[src/rtl/fb_pkg.sv]
`timescale 1ns/1ps
package fb_pkg;
    localparam int NCH      = 8;
    localparam int CNT_W    = 9;
    localparam int ADC_W    = 12;
    localparam int ID_W     = 10;
    localparam int SEQ_W    = 16;
    localparam int SYNC_W   = 16;
    localparam int ADST_W   = 2;
    localparam int WORD_W   = 32;
    localparam int CRC_W    = 32;
    localparam int PAY_W    = 224;
    localparam int CNT_BUS  = NCH * CNT_W;
    localparam int ADC_BUS  = NCH * ADC_W;
    localparam int PAD_W    = PAY_W - (SYNC_W + ID_W + SEQ_W + CNT_BUS + ADC_BUS + NCH + ADST_W);
    localparam int FRAME_W  = PAY_W + CRC_W;
    localparam int NWORDS   = FRAME_W / WORD_W;
    localparam int PAY_WORDS = PAY_W / WORD_W;
    localparam int IDX_W    = $clog2(NWORDS);

    localparam logic [CRC_W-1:0] CRC_POLY = 32'h04C11DB7;
    localparam logic [CRC_W-1:0] CRC_INIT = '1;

    typedef struct packed {
        logic [SYNC_W-1:0]  sync;
        logic [ID_W-1:0]    card;
        logic [SEQ_W-1:0]   serial;
        logic [CNT_BUS-1:0] counts;
        logic [ADC_BUS-1:0] samples;
        logic [NCH-1:0]     cnt_stat;
        logic [ADST_W-1:0]  adc_stat;
        logic [PAD_W-1:0]   pad;
    } payload_t;

    // One word of CRC advance, most significant data bit first.
    function automatic logic [CRC_W-1:0] crc_step(input logic [CRC_W-1:0] crc_in,
                                                  input logic [WORD_W-1:0] d);
        logic [CRC_W-1:0] c;
        logic fb;
        c = crc_in;
        for (int i = WORD_W - 1; i >= 0; i--) begin
            fb = c[CRC_W-1] ^ d[i];
            c  = {c[CRC_W-2:0], 1'b0};
            if (fb) c = c ^ CRC_POLY;
        end
        return c;
    endfunction
endpackage

[src/rtl/fb_pack.sv]
`timescale 1ns/1ps
module fb_pack
    import fb_pkg::*;
#(
    parameter logic [SYNC_W-1:0] SYNC_PATTERN = 16'hA3C5
) (
    input  logic [ID_W-1:0]    i_card,
    input  logic [SEQ_W-1:0]   i_serial,
    input  logic [CNT_BUS-1:0] i_counts,
    input  logic [ADC_BUS-1:0] i_samples,
    input  logic [NCH-1:0]     i_cnt_stat,
    input  logic [ADST_W-1:0]  i_adc_stat,
    output payload_t           o_pay
);
    logic [CNT_BUS-1:0] cnt_field;
    logic [ADC_BUS-1:0] adc_field;

    // Channel 0 goes to the most significant slot of each field.
    for (genvar k = 0; k < NCH; k++) begin : g_chan
        assign cnt_field[(NCH-1-k)*CNT_W +: CNT_W] = i_counts[k*CNT_W +: CNT_W];
        assign adc_field[(NCH-1-k)*ADC_W +: ADC_W] = i_samples[k*ADC_W +: ADC_W];
    end

    always_comb begin
        o_pay.sync     = SYNC_PATTERN;
        o_pay.card     = i_card;
        o_pay.serial   = i_serial;
        o_pay.counts   = cnt_field;
        o_pay.samples  = adc_field;
        o_pay.cnt_stat = i_cnt_stat;
        o_pay.adc_stat = i_adc_stat;
        o_pay.pad      = '0;
    end
endmodule

[src/rtl/fb_crc32.sv]
`timescale 1ns/1ps
module fb_crc32
    import fb_pkg::*;
(
    input  logic              clk,
    input  logic              rst,
    input  logic              i_clear,
    input  logic              i_en,
    input  logic [WORD_W-1:0] i_data,
    output logic [CRC_W-1:0]  o_crc
);
    always_ff @(posedge clk) begin
        if (rst || i_clear) o_crc <= CRC_INIT;
        else if (i_en)      o_crc <= crc_step(o_crc, i_data);
    end
endmodule

[src/rtl/fb_seq.sv]
`timescale 1ns/1ps
module fb_seq
    import fb_pkg::*;
(
    input  logic             clk,
    input  logic             rst,
    input  logic             i_tick,
    input  logic             i_ready,
    output logic             o_valid,
    output logic [IDX_W-1:0] o_idx,
    output logic             o_start,
    output logic             o_fire,
    output logic             o_overrun,
    output logic [SEQ_W-1:0] o_serial
);
    localparam logic [IDX_W-1:0] LAST_IDX = IDX_W'(NWORDS - 1);

    logic busy;

    assign o_valid = busy;
    assign o_start = i_tick && !busy;
    assign o_fire  = busy && i_ready;

    always_ff @(posedge clk) begin
        if (rst) begin
            busy      <= 1'b0;
            o_idx     <= '0;
            o_serial  <= '0;
            o_overrun <= 1'b0;
        end else begin
            if (o_start) begin
                busy     <= 1'b1;
                o_idx    <= '0;
                o_serial <= o_serial + 1'b1;
            end else if (o_fire) begin
                if (o_idx == LAST_IDX) busy <= 1'b0;
                o_idx <= o_idx + 1'b1;
            end
            if (i_tick && busy) o_overrun <= 1'b1;
        end
    end

    p_overrun_sticky_r7: assert property (@(posedge clk) disable iff (rst)
        o_overrun |=> o_overrun);
    p_hold_index_r8: assert property (@(posedge clk) disable iff (rst)
        (busy && !i_ready) |=> (busy && o_idx == $past(o_idx)));
    p_serial_step_r5: assert property (@(posedge clk) disable iff (rst)
        o_start |=> (o_serial == $past(o_serial) + 1'b1));
    p_frame_ends_r4: assert property (@(posedge clk) disable iff (rst)
        (o_fire && o_idx == LAST_IDX && !i_tick) |=> !busy);
endmodule

[src/rtl/frame_builder.sv]
`timescale 1ns/1ps
module frame_builder
    import fb_pkg::*;
#(
    parameter logic [SYNC_W-1:0] SYNC_PATTERN = 16'hA3C5
) (
    input  logic               clk,
    input  logic               rst,
    input  logic               i_tick,
    input  logic [ID_W-1:0]    i_card_id,
    input  logic [CNT_BUS-1:0] i_counts,
    input  logic [ADC_BUS-1:0] i_samples,
    input  logic [NCH-1:0]     i_cnt_stat,
    input  logic [ADST_W-1:0]  i_adc_stat,
    input  logic               i_ready,
    output logic               o_valid,
    output logic [WORD_W-1:0]  o_data,
    output logic               o_sof,
    output logic               o_eof,
    output logic               o_overrun
);
    logic [IDX_W-1:0]  idx;
    logic              start, fire;
    logic [SEQ_W-1:0]  serial;
    payload_t          pay_d, pay_q;
    logic [CRC_W-1:0]  crc;
    logic [WORD_W-1:0] words [NWORDS];

    fb_seq u_seq (
        .clk(clk), .rst(rst), .i_tick(i_tick), .i_ready(i_ready),
        .o_valid(o_valid), .o_idx(idx), .o_start(start), .o_fire(fire),
        .o_overrun(o_overrun), .o_serial(serial)
    );

    fb_pack #(.SYNC_PATTERN(SYNC_PATTERN)) u_pack (
        .i_card(i_card_id), .i_serial(serial), .i_counts(i_counts),
        .i_samples(i_samples), .i_cnt_stat(i_cnt_stat),
        .i_adc_stat(i_adc_stat), .o_pay(pay_d)
    );

    always_ff @(posedge clk) begin
        if (rst)        pay_q <= '0;
        else if (start) pay_q <= pay_d;
    end

    // Payload words are folded into the CRC as they are accepted, so the
    // remainder is ready when the final word slot is reached.
    fb_crc32 u_crc (
        .clk(clk), .rst(rst), .i_clear(start),
        .i_en(fire && (int'(idx) < PAY_WORDS)),
        .i_data(o_data), .o_crc(crc)
    );

    for (genvar w = 0; w < PAY_WORDS; w++) begin : g_word
        assign words[w] = pay_q[PAY_W-1-w*WORD_W -: WORD_W];
    end
    assign words[NWORDS-1] = crc;

    assign o_data = words[idx];
    assign o_sof  = o_valid && (idx == '0);
    assign o_eof  = o_valid && (idx == IDX_W'(NWORDS - 1));

    p_data_stable_r8: assert property (@(posedge clk) disable iff (rst)
        (o_valid && !i_ready) |=> (o_valid && $stable(o_data) && $stable(o_sof) && $stable(o_eof)));
    p_markers_exclusive_r4: assert property (@(posedge clk) disable iff (rst)
        !(o_sof && o_eof) && ((o_sof || o_eof) -> o_valid));
    p_tick_while_busy_r7: assert property (@(posedge clk) disable iff (rst)
        (i_tick && o_valid) |=> o_overrun);
    p_start_shows_first_r9: assert property (@(posedge clk) disable iff (rst)
        (i_tick && !o_valid) |=> (o_valid && o_sof));
endmodule

[config.mk]
export PLATFORM = sky130hd
export DESIGN_NAME = frame_builder
export DESIGN_NICKNAME = d
export VERILOG_FILES = /design/src/rtl/fb_pkg.sv /design/src/rtl/fb_pack.sv /design/src/rtl/fb_crc32.sv /design/src/rtl/fb_seq.sv /design/src/rtl/frame_builder.sv
export SDC_FILE = /design/constraint.sdc
export NUM_CORES = 1
export LEC_CHECK = 0
export CORE_UTILIZATION = 65
export DETAILED_ROUTE_END_ITERATION = 7
export DONT_BUFFER_PORTS = 1
export PLACE_DENSITY = 0.81
export REMOVE_ABC_BUFFERS = 1
export SLEW_MARGIN = 20
export SYNTH_ARGS = -nofsm -noshare
export SYNTH_HDL_FRONTEND = slang
export SYNTH_SLANG_ARGS = --single-unit
[constraint.sdc]
create_clock -name clk -period 6.3 [get_ports clk]
set_input_delay 0.63 -clock clk [delete_from_list [all_inputs] [get_ports clk]]
set_output_delay 0.63 -clock clk [all_outputs]
set_load 0.005 [all_outputs]
# After elaboration in Yosys (flattened, before gate mapping)
# Cells that the tools add are included.
# totals
reg_bits,258
input_bits,192
output_inout_bits,36
word_cells,195
# classes
add_sub_neg,2
n_lt_le_gt_ge,2
n_eq_ne,1
mux,100
n_bitwise,65
n_reduce_logical,13
# ops
op,count
$mux W32,64
$mux W27,32
$not A14 Y14,32
$bmux W32 S3,1
$xor A1 B1 Y1,32
$add A16 B1 Y16 const B,1
$logic_and A1 B1 Y1,6
$ge A4 B4 Y1 const B,1
$not A3 Y4,1
$reduce_bool A2 Y1,2
$add A3 B1 Y3 const B,1
$eq A3 B3 Y1 const B,1
$logic_not A3 Y1,1
$lt A3 B3 Y1 const B,1
$mux W1,3
$reduce_and A2 Y1,1
$reduce_or A2 Y1,1
$logic_not A1 Y1,1
$logic_or A1 B1 Y1,1

# Depth between registers and ports, before layout
# Gate-level depths: netlist of run 1.
# logic_depth
word_depth,130
ltp_mapped,19

# Hierarchy
# Synthesis of run 1 repeated with hierarchy kept, for this count alone.
# unflattened
hier_cells,1556
area_unflattened_um2,16676.0
# modules_own_cells
mod,instances,cells_per_inst,area_each_um2,seq_area_each_um2
frame_builder,1,841,9750.6,4484.3
fb_crc32,1,386,4276.6,640.6
fb_pack,1,226,1689.1,0.0
fb_seq,1,103,959.7,420.4

# Worst setup path before layout of run 1
# Ideal clock, no wire load.
# synth_timing
path_type,register -> register
start,register u_seq.o_idx[2]
end,register u_crc.o_crc[27]
arrival_time_ns,4.399
t_required_ns,6.180
slack_ns,1.782
path_stages_with_launch,15
n_path_buf,2
period_less_slack_ns,4.518
cell_sequence,dfxtp_1 > buf_6 > buf_8 > mux2_1 > a221o_1 > o2bb2ai_1 > xor2_2 > xnor3_2 > xor2_4 > xnor3_1 > xnor3_2 > xnor3_2 > xnor2_2 > xnor2_1 > a211o_1
# synth_between
word_cells_on_any_way,146
classes_between,order compare (1); mux (96); bitwise (48); reduce/logical (1)
# synth_lines
element,line_no,text
"start, declared",fb_seq.sv:10,"output logic [IDX_W-1:0] o_idx,"
"start signal, assigned",fb_seq.sv:37,o_idx <= o_idx + 1'b1;
$not A3 Y4 (implied by the code) (*),frame_builder.sv:59,assign o_data = words[idx];
$bmux W32 S3 (*),frame_builder.sv:59,
$mux W32 (implied by the code) (*) (2 in a row),frame_builder.sv:59,
named net o_data[23],frame_builder.sv:17,"output logic [WORD_W-1:0] o_data,"
$xor A1 B1 Y1 (*),fb_pkg.sv:42,fb = c[CRC_W-1] ^ d[i];
$mux W27 (*),fb_pkg.sv:44,if (fb) c = c ^ CRC_POLY;
$mux W32 (*),fb_crc32.sv:14,"else if (i_en) o_crc <= crc_step(o_crc, i_data);"
$mux W32 (*),fb_crc32.sv:13,if (rst || i_clear) o_crc <= CRC_INIT;
[... 68 more ...],-,
$mux W32 (*),fb_crc32.sv:13,
$mux W27,fb_pkg.sv:44,
$mux W32 (*),fb_crc32.sv:14,
$mux W32 (*),fb_crc32.sv:13,
$not A14 Y14 (no line),-,
$mux W27 (*),fb_pkg.sv:44,
$mux W32 (*),fb_crc32.sv:14,
$mux W32 (*),fb_crc32.sv:13,
"end signal, assigned",fb_crc32.sv:14,
"end, declared",fb_crc32.sv:10,output logic [CRC_W-1:0] o_crc
# Mark *: on every way through the listed nets, which the timed path passes. The rest lies on a longest branch. The select of a mux whose other input is x is not followed.
# A chain may end at the register's enable or synchronous reset.

# Worst setup path after layout of run 1
# layout_timing
start,register u_seq.o_idx[2]
end,register u_crc.o_crc[8]
# layout_between
word_cells_on_any_way,158
classes_between,order compare (1); mux (97); bitwise (59); reduce/logical (1)
# layout_lines
element,line_no
$not A3 Y4 (implied by the code) (*),frame_builder.sv:59
$bmux W32 S3 (*),frame_builder.sv:59
$mux W32 (implied by the code) (*) (2 in a row),frame_builder.sv:59
named net o_data[25],frame_builder.sv:17
$xor A1 B1 Y1 (*),fb_pkg.sv:42
$mux W27 (*),fb_pkg.sv:44
$mux W32 (*),fb_crc32.sv:14
$mux W32 (*),fb_crc32.sv:13
[... 69 more ...],-
$mux W32 (*),fb_crc32.sv:14
$mux W32 (*),fb_crc32.sv:13
$not A14 Y14 (no line) (tied with other cells),-
$mux W27 / $mux W32 (equally long branches),"fb_pkg.sv:44, fb_crc32.sv:13"
$mux W32 (*),fb_crc32.sv:14
$mux W32 (*),fb_crc32.sv:13
$not A14 Y14 (no line) / $xor A1 B1 Y1 (equally long branches),-
$mux W27 (*),fb_pkg.sv:44
# Marks and branches as above.

==> metrics.txt, run 1 <==
CTS Buf Count=26; Initial DRT Pass Iterations=7; HP Start=i_ready; CTS H-tree lvls=1; CTS root buffer=clkbuf_16; GRT Resource Usage Total=32.4%; setup bufs post-CTS=0; Top delay family on crit path=XOR/XNOR gates; Worst EP required=6.73 ns; Max-slew headroom=about a third; Hold Buf Count CTS=0; pins over their slew limit=0; area of the multi-input gates=8700 µm²; r2r startpoint=u_seq.o_idx[2]; Fmax achieved=187 MHz; Arr. time, crit path=5.78 ns; register bit total from synthesis=around 260; first-pass GRT wire length=~57 mm; worst reg2reg path depth=12; hold depth=1; unrepaired setup endpoints after global routing=false; startpoint types=flop; detailed placement HPWL=26.9 mm; share of cells above drive strength 1=9.84%; core area=approximately 22000 µm²; worst r2r dst=u_crc.o_crc[8]; vias in the first global route=10500; Skew-Pair Late Insertion Delay=0.55 ns; Port Buffer Count=0; wire length per cell=between 15 and 20 µm; largest net degree at the start of global routing=226; Initial DRC Count=slightly below 700; CTS tree=done; num rows=54; initial antenna violation count=0; post-CTS resize count=0; gpl congestion=0.930; setup_tns=0 ns; library cells used by synthesis=73; Worst Hold Class=input port to flop; clock-pin slew on the worst setup and hold paths=0.06 ns; post-synth top area cell=dfxtp_1; Worst path most repeated cell=xnor3_1; Final ANT Viol Nets=0; Via-to-Cell Ratio=5.92; hold path endpoint=u_seq.o_valid; Nets=1763; Ports=around 230; Setup crit end kind=flop; Yosys Warn Count=0; Fill cells=1761; diode count=0; most frequent cells in the layout=nand2_1 (489), dfxtp_1 (255), a21oi_1 (223), xnor2_1 (124), xor2_1 (64); # setup viols final=0; Slew @ Worst Pin=1.03 ns; Max Cap Viol=0; slowest stage delay, CP=0.68 ns; most common cell after layout, fill and taps aside=nand2_1; Storage cell area=5180 µm²; reg2reg setup slack=around 0.95 ns; Async SR Flop Fraction=0%; Crit-path slowest cell=dfxtp_4; clk sinks=about 260; crit path max fanout=35; DR vias=11000; P&R area growth vs syn=5.74%; Initial Utilization=66.3%; Die Height=151 µm; final hold viol count=0; Post-Syn Instances=1632; Post-synth EDFFs=0; share of the synthesized area in the top cell type=35.8%; Die X=between 150 and 200 µm; status=finished clean; Residual DRC=0; CP Buf/Inv Count=0; final wirelength=37.0 mm; prevailing post-synth register cell=dfxtp_1; Critical Path, Cell by Cell=mux2_1 > a221o_1 > a22o_2 > xor2_2 > xnor3_1 > xnor2_2 > xnor3_1 > xor2_2 > xor2_1 > xnor3_1 > nand3b_1 > o311a_1; sequential share of the synthesized area=35.8%; Synth Cell Area=around 14000 µm²; CTS Buffer Depth=3; final worst-path cycle share=84.9%; Crit Path Class=flop to flop; largest cells by area after synthesis=dfxtp_1 (36%), nand2_1 (13%), a21oi_1 (7.7%), xnor2_1 (7.5%), xnor3_1 (4.2%); Die Area=about 23000 µm²; skew final=approximately 0.017 ns; grt ovf=0; Avg Inst Size Synth=approximately 9 µm²; Tmin final=about 5.3 ns
==> how the worst max path moves through the flow <==
| stage | start | to | slack, ns | depth (start not counted) |
|---|---|---|---|---|
| 2_1_floorplan | i_tick | u_crc.o_crc[0] | -3.68 | 3 |
| 3_3_place_gp | u_seq.o_idx[1] | u_crc.o_crc[15] | 1.02 | 13 |
| 3_5_place_dp | u_seq.o_idx[1] | u_crc.o_crc[8] | 1.01 | 13 |
| 4_1_cts | u_seq.o_idx[1] | u_crc.o_crc[8] | 0.96 | 13 |
| 5_1_grt | u_seq.o_idx[1] | u_crc.o_crc[8] | 0.53 | 13 |
| 6_report | u_seq.o_idx[2] | u_crc.o_crc[8] | 0.95 | 12 |
==> kinds of logic after synthesis <==
kind of cell               after synthesis  share of synthesized area [%]
xor gates and xnor gates               260                           22.2
and+or+nand+nor                        593                           16.6
DFF                                    258                           35.8
buffers and inverters                  119                           3.96
muxes                                   72                           7.24
AOI/OAI and AO/OA                      326                           13.9
adders and majority gates                4                          0.347
==> final cells by class <==
| class | instances | share of cell area, % |
|---|---|---|
| Clock buffer | 40 | 5.15 |
| Multi-Input combinational cell | 1255 | 57.1 |
| Tap cell | 280 | 2.30 |
| Clock inverter | 6 | 0.304 |
| Sequential cell | 258 | 34.0 |
| Timing Repair Buffer | 16 | 0.952 |
| Inverter | 10 | 0.246 |
==> synthesized netlist by cell type, drive strengths merged (5+ instances only) <==
cell,count
xnor2,138
nor2b,5
a221oi,9
nand2b,8
mux4,24
buf,24
nand2,490
mux2i,33
a22o,5
a31oi,10
a221o,5
and2,9
a21oi,226
nor3,13
xor3,7
a211oi,7
inv,10
nor2,38
mux2,15
o211ai,22
dfxtp,258
xor2,76
nand3b,6
clkbuf,85
xnor3,39
a22oi,6
o21ai,12
nand3,10
==> per-stage QoR <==
step / utilization [%] / cells / setup WS, ns / instance area [µm²] / hold WS, ns
after floorplan: - / 1523 / -3.68 / 13900 / 0.426
after global placement: 66.2 / 1819 / 1.02 / 14400 / 0.435
after detailed placement: 66.2 / 1819 / 1.01 / 14400 / 0.440
after CTS: 70.1 / 1865 / 0.958 / 15200 / 0.156
after global routing: 70.1 / 1865 / 0.527 / 15200 / 0.162
final: 70.1 / 1865 / 0.953 / 15200 / 0.170
==> per-layer routing <==
| layer | wire, µm | GRT usage [%] |
|---|---|---|
| met2 | 17400 | 53.4 |
| met3 | 2280 | 4.01 |
| met1 | 16300 | 44.2 |
| met5 | 0 | 0 |
| met4 | 1070 | 10.3 |
==> flip-flops by register name, indices dropped and copies added (netlist names) <==
register,count
u_seq.o_valid,1
u_crc.o_crc,32
u_seq.o_overrun,1
u_seq.o_idx,3
u_seq.o_serial,16
pay_q,205
Power of run 1 is not shown: default switching activity piles up to over one toggle a cycle in this logic, so the estimate is an artifact.
==> inputs of run 2 (changes only) <==
==> constraint.sdc (replaced) <==
create_clock -name clk -period 5.2 [get_ports clk]
set_input_delay 0.52 -clock clk [delete_from_list [all_inputs] [get_ports clk]]
set_output_delay 0.52 -clock clk [all_outputs]
set_load 0.005 [all_outputs]
==> run 2 against run 1 <==
Via count rose by 2.5%. Setup slack got worse by 0.76 ns. First-iteration DRC count fell by 0.88%. Register-to-register slack got worse by 0.76 ns. Critical path depth rose by 1. Wire length rose by 3.2%. Clock-buffer cell count fell by 1. Flip-flop and latch count did not move. Global-route usage rose by 0.97 points. Hold slack got worse by 0.10 ns. Critical endpoint is now u_crc.o_crc[10].
==> metrics.txt, run 2 (synthesis gave the netlist of run 1 again) <==
Die X=151 µm (unchanged); Max Cap Viol=0 (unchanged); unrepaired setup endpoints after global routing=false; Slew @ Worst Pin=0.964 ns (-0.0620 ns); Initial Utilization=66.3% (unchanged); share of cells above drive strength 1=12.8% (+2.9 points); diode count=0 (unchanged); startpoint types=flop; Ports=228 (unchanged); CTS Buf Count=27 (+3.8%); worst r2r dst=u_crc.o_crc[10]; placed cell area=14800 µm² (+2.6%); most frequent cells in the layout=nand2_1 (489), dfxtp_1 (255), a21oi_1 (223), xnor2_1 (124), xor2_1 (64); Port Buffer Count=0 (unchanged); worst reg2reg path depth=13 (+1); wire length per cell=19.9 µm (+0.43%); Via-to-Cell Ratio=5.90 (-0.33%); final setup margin=0.195 ns (-0.758 ns); final hold viol count=0 (unchanged); post-CTS resize count=0 (unchanged); first-pass GRT wire length=57.8 mm (+2.2%); Skew-Pair Late Insertion Delay=0.54 ns (about the same); Nets=1813 (+2.8%); Max-slew headroom=35.7% (+4.1 points); final instance area=15700 µm² (+3.1%); setup bufs post-CTS=0 (unchanged); Place WS=0.257 ns (-0.748 ns); Worst Hold Class=input port to flop; core area=21800 µm² (unchanged); CTS Buffer Depth=3 (unchanged); r2r startpoint=u_seq.o_idx[2]; Residual DRC=0 (unchanged); CP endpoint=u_crc.o_crc[10]; clock-pin slew on the worst setup and hold paths=0.06 ns (about the same); Hold Buf Count CTS=0 (unchanged); Die Height=151 µm (unchanged); reg2reg setup slack=0.19 ns (-0.76 ns); # setup viols final=0 (unchanged); Final ANT Viol Nets=0 (unchanged); Largest regs=pay_q: 205 flops, u_crc.o_crc: 32 flops, u_seq.o_serial: 16 flops; initial antenna violation count=0 (unchanged); grt ovf=0 (unchanged); gpl congestion=0.984 (+5.8%); final wirelength=38.2 mm (+3.2%); Worst Setup SP=u_seq.o_idx[2]; max reg flops=205 (unchanged); Arr. time, crit path=5.42 ns (-0.36 ns); P&R area growth vs syn=9.01%; detailed placement HPWL=27.9 mm (+3.5%); CTS tree=done; clk sinks=258 (unchanged); final worst-path cycle share=96.3% (+11 points); Final Util=72.2% (+2.2 points); Worst EP required=5.61 ns (-1.12 ns); CTS root buffer=clkbuf_16; DR vias=11300 (+2.5%); status=finished clean; CTS H-tree lvls=1 (unchanged); largest net degree at the start of global routing=226 (unchanged); Crit Path Class=flop to flop; Biggest register=pay_q; DP Cell Count=1868 (+2.7%); Setup crit end kind=flop; Fmax achieved=200 MHz (+6.8%); GRT Resource Usage Total=33.3% (+0.97 points); most common cell after layout, fill and taps aside=nand2_1; crit path max fanout=23 (-34%); Fill cells=1700 (-3.5%); Layout Cells excl Fill=1917 (+2.8%); Tmin final=5.01 ns (-0.342 ns); vias in the first global route=10600 (+0.90%); Initial DRT Pass Iterations=5 (-2); Die Area=22800 µm² (unchanged); num rows=54 (unchanged); Initial DRC Count=679 (-0.88%); pins over their slew limit=0 (unchanged); skew final=0.0212 ns (+0.00414 ns)
## run 2: per-layer routing
| metal | routed length [µm] | share of wire (%) | global-route usage, % | vias to the layer above |
|---|---|---|---|---|
| met5 | 0 | 0 | 0 | - |
| met4 | 1540 | 4.0 | 12.9 | 0 |
| met3 | 2600 | 6.8 | 5.54 | 87 |
| met2 | 17800 | 47 | 54.3 | 402 |
| met1 | 16200 | 42 | 44.3 | 5366 |
| li1 | - | - | - | 5464 |
## run 2: per-stage QoR
step / hold slack [ns] / TNS (ns)
floorplan: 0.426 / -628.97
global placement: 0.434 / 0
detailed placement: 0.441 / 0
CTS: 0.0450 / 0
global route: 0.0467 / 0
finish: 0.0694 / 0
## run 2: how the worst min path moves through the flow
stage / startpoint / to / cells past startpoint
floorplan: pay_q[26] / pay_q[26] / 2
global placement: pay_q[167] / pay_q[167] / 2
detailed placement: pay_q[9] / pay_q[9] / 2
CTS: rst / pay_q[76] / 1
global route: rst / pay_q[76] / 1
finish: rst / pay_q[140] / 1
## run 2: layout make-up
type / instances / area (µm²) / share of cell area, %
multi-input combinational: 1255 / 8700 / 55.4
sequential: 258 / 5180 / 32.9
clock buffer: 39 / 781 / 4.97
timing repair buffer: 65 / 513 / 3.26
tap: 280 / 350 / 2.23
clock inverter: 10 / 154 / 0.979
inverter: 10 / 37.5 / 0.239
## run 2: worst max-delay path, cell delays in order (launching register included)
cell	delay, ns
dfxtp_4	0.55
buf_4	0.26
inv_2	0.15
a32oi_1	0.41
o221ai_2	0.22
xor2_2	0.20
xnor3_2	0.49
xor3_2	0.53
xnor3_2	0.56
xnor2_4	0.40
xor2_2	0.32
xnor3_1	0.35
xnor2_1	0.33
o21ai_1	0.09
Power of run 2 is left out for the same reason.
==> inputs of run 3 (changes only) <==
--- a/config.mk
+++ b/config.mk
@@ -5,7 +5,9 @@
 export SDC_FILE = /design/constraint.sdc
 export NUM_CORES = 1
 export LEC_CHECK = 0
+export CORE_ASPECT_RATIO = 0.8
 export CORE_UTILIZATION = 65
+export CTS_CLUSTER_SIZE = 14
 export DETAILED_ROUTE_END_ITERATION = 7
 export DONT_BUFFER_PORTS = 1
 export PLACE_DENSITY = 0.81
==> run 3 against run 2 <==
Flip-flop and latch count stayed put. Sequential share of layout area is 0.59 points higher. Critical path type unchanged. Cell count is 0.16% lower. Critical path depth stayed put. First-iteration DRC count is 61% higher. Clock skew is 0.0075 ns lower. Wire length is 1.4% lower. Clock-buffer cell count is 1 lower. Hold slack worse by 0.017 ns. Critical endpoint is now u_crc.o_crc[11]. Global-route usage is 0.42 points lower. Largest cell class unchanged. Final area is 1.8% lower. Core utilization is 1.0 points lower.
==> metrics.txt, run 3 (synthesis gave the netlist of run 1 again) <==
Residual DRC=0 (unchanged); most frequent cells in the layout=nand2_1 (489), dfxtp_1 (255), a21oi_1 (223), xnor2_1 (124), xor2_1 (64); hold path endpoint=pay_q[21]; first-pass GRT wire length=57.8 mm (+0.13%); crit path max fanout=18 (-22%); worst r2r dst=u_crc.o_crc[11]; Fill cells=1673 (-1.6%); CTS Buffer Depth=3 (unchanged); clock-pin slew on the worst setup and hold paths=0.06 ns (about the same); Skew-Pair Late Insertion Delay=0.53 ns (about the same); worst reg2reg path depth=13 (unchanged); # setup viols final=0 (unchanged); Fmax achieved=198 MHz (-0.71%); grt ovf=0 (unchanged); Nets=1792 (-1.2%); CTS tree=done; Final ANT Viol Nets=0 (unchanged); Worst Hold Class=input port to flop; Die Area=22800 µm² (about the same); detailed placement HPWL=27.6 mm (-0.85%); num rows=48 (-11%); startpoint types=flop; Setup crit end kind=flop; Storage cell area=5180 µm² (unchanged); pins over their slew limit=0 (unchanged); diode count=0 (unchanged); Max-slew headroom=28.7% (-7.1 points); vias in the first global route=10500 (-1.3%); Slew @ Worst Pin=1.07 ns (+0.106 ns); Port Buffer Count=0 (unchanged); GRT Resource Usage Total=32.9% (-0.42 points); r2r startpoint=u_seq.o_idx[2]; Die Height=135 µm (-10%); most common cell after layout, fill and taps aside=nand2_1; setup bufs post-CTS=0 (unchanged); met3 WL=3.60 mm (+39%); Via-to-Cell Ratio=5.88 (-0.38%); status=finished clean; Hold Buf Count CTS=0 (unchanged); Top Layer Used=met4; Initial Utilization=66.5% (+0.23 points); final hold viol count=0 (unchanged); unrepaired setup endpoints after global routing=false; post-CTS resize count=0 (unchanged); share of cells above drive strength 1=11.5% (-1.3 points); Largest regs=pay_q: 205 flops, u_crc.o_crc: 32 flops, u_seq.o_serial: 16 flops; Tmin final=5.04 ns (+0.0359 ns); area of the multi-input gates=8700 µm² (unchanged); Initial DRC Count=1092 (+61%); Die X=168 µm (+12%); final worst-path cycle share=96.9% (+0.69 points); Initial DRT Pass Iterations=6 (+1); Arr. time, crit path=5.43 ns (about the same); DR vias=11300 (-0.54%); gpl congestion=0.962 (-2.2%); max reg flops=205 (unchanged); Worst EP required=5.59 ns (-0.02 ns); HP Start=rst; Ports=228 (unchanged); Layout Cells excl Fill=1914 (-0.16%); initial antenna violation count=0 (unchanged); largest net degree at the start of global routing=226 (unchanged); M1 wire length=16.6 mm (+2.4%); hold depth=1 (unchanged); Biggest register=pay_q; reg2reg setup slack=0.16 ns (-0.04 ns); CTS Buf Count=25 (-7.4%); clk sinks=258 (unchanged); wire length per cell=19.7 µm (-1.3%); Crit Path Class=flop to flop; CTS H-tree lvls=1 (unchanged); skew final=0.0137 ns (-0.00751 ns); final wirelength=37.7 mm (-1.4%); CTS root buffer=clkbuf_16; P&R area growth vs syn=7.09%; DP Cell Count=1869 (+0.054%); Max Cap Viol=0 (unchanged); met2 routed WL=16.6 mm (-6.8%); core area=21700 µm² (-0.35%)
## run 3: layout make-up
type                    count  share of cell area, %
clock buffers              38                   4.76
clock inverters             7                  0.430
inverters                  10                  0.243
multi-input cells        1255                   56.4
flip-flops and latches    258                   33.5
well taps                 300                   2.43
repair buffers             46                   2.24
## run 3: how the worst max path moves through the flow
stage / endpoint / start / cells past startpoint / slack, ns
6_report: u_crc.o_crc[11] / u_seq.o_idx[2] / 13 / 0.16
5_1_grt: u_crc.o_crc[7] / u_seq.o_idx[2] / 13 / 0.04
4_1_cts: u_crc.o_crc[11] / u_seq.o_idx[2] / 13 / 0.19
3_5_place_dp: u_crc.o_crc[11] / u_seq.o_idx[2] / 13 / 0.21
3_3_place_gp: u_crc.o_crc[11] / u_seq.o_idx[2] / 13 / 0.23
2_1_floorplan: u_crc.o_crc[0] / i_tick / 3 / -4.67
## run 3: critical path, cell delays in order (launching register included)
cell and delay, ns:
dfxtp_4 0.50, nor2b_1 0.45, buf_4 0.29, a221oi_2 0.10, nand3b_1 0.22, a21oi_4 0.31, xnor3_2 0.47, xor3_2 0.54
xnor3_2 0.56, xnor3_2 0.55, xor2_4 0.33, xor2_2 0.29, xnor2_1 0.18, o211ai_2 0.08
## run 3: metal layers
layer,up-vias,global-route usage [%]
met5,-,0
met4,0,7.63
met3,56,7.30
met2,497,51.0
met1,5296,47.0
li1,5409,-
## run 3: per-stage QoR
step	TNS (ns)	instance area, µm²	worst slack (ns)	hold slack (ns)	utilization (%)
3_5_place_dp	0	14600	0.207	0.439	67.5
3_3_place_gp	0	14600	0.228	0.435	67.5
5_1_grt	0	15400	0.0401	0.0337	71.2
4_1_cts	0	15400	0.188	0.0398	71.2
6_report	0	15400	0.159	0.0522	71.2
2_1_floorplan	-628.97	13900	-4.67	0.426	-
Power of run 3 is left out for the same reason.
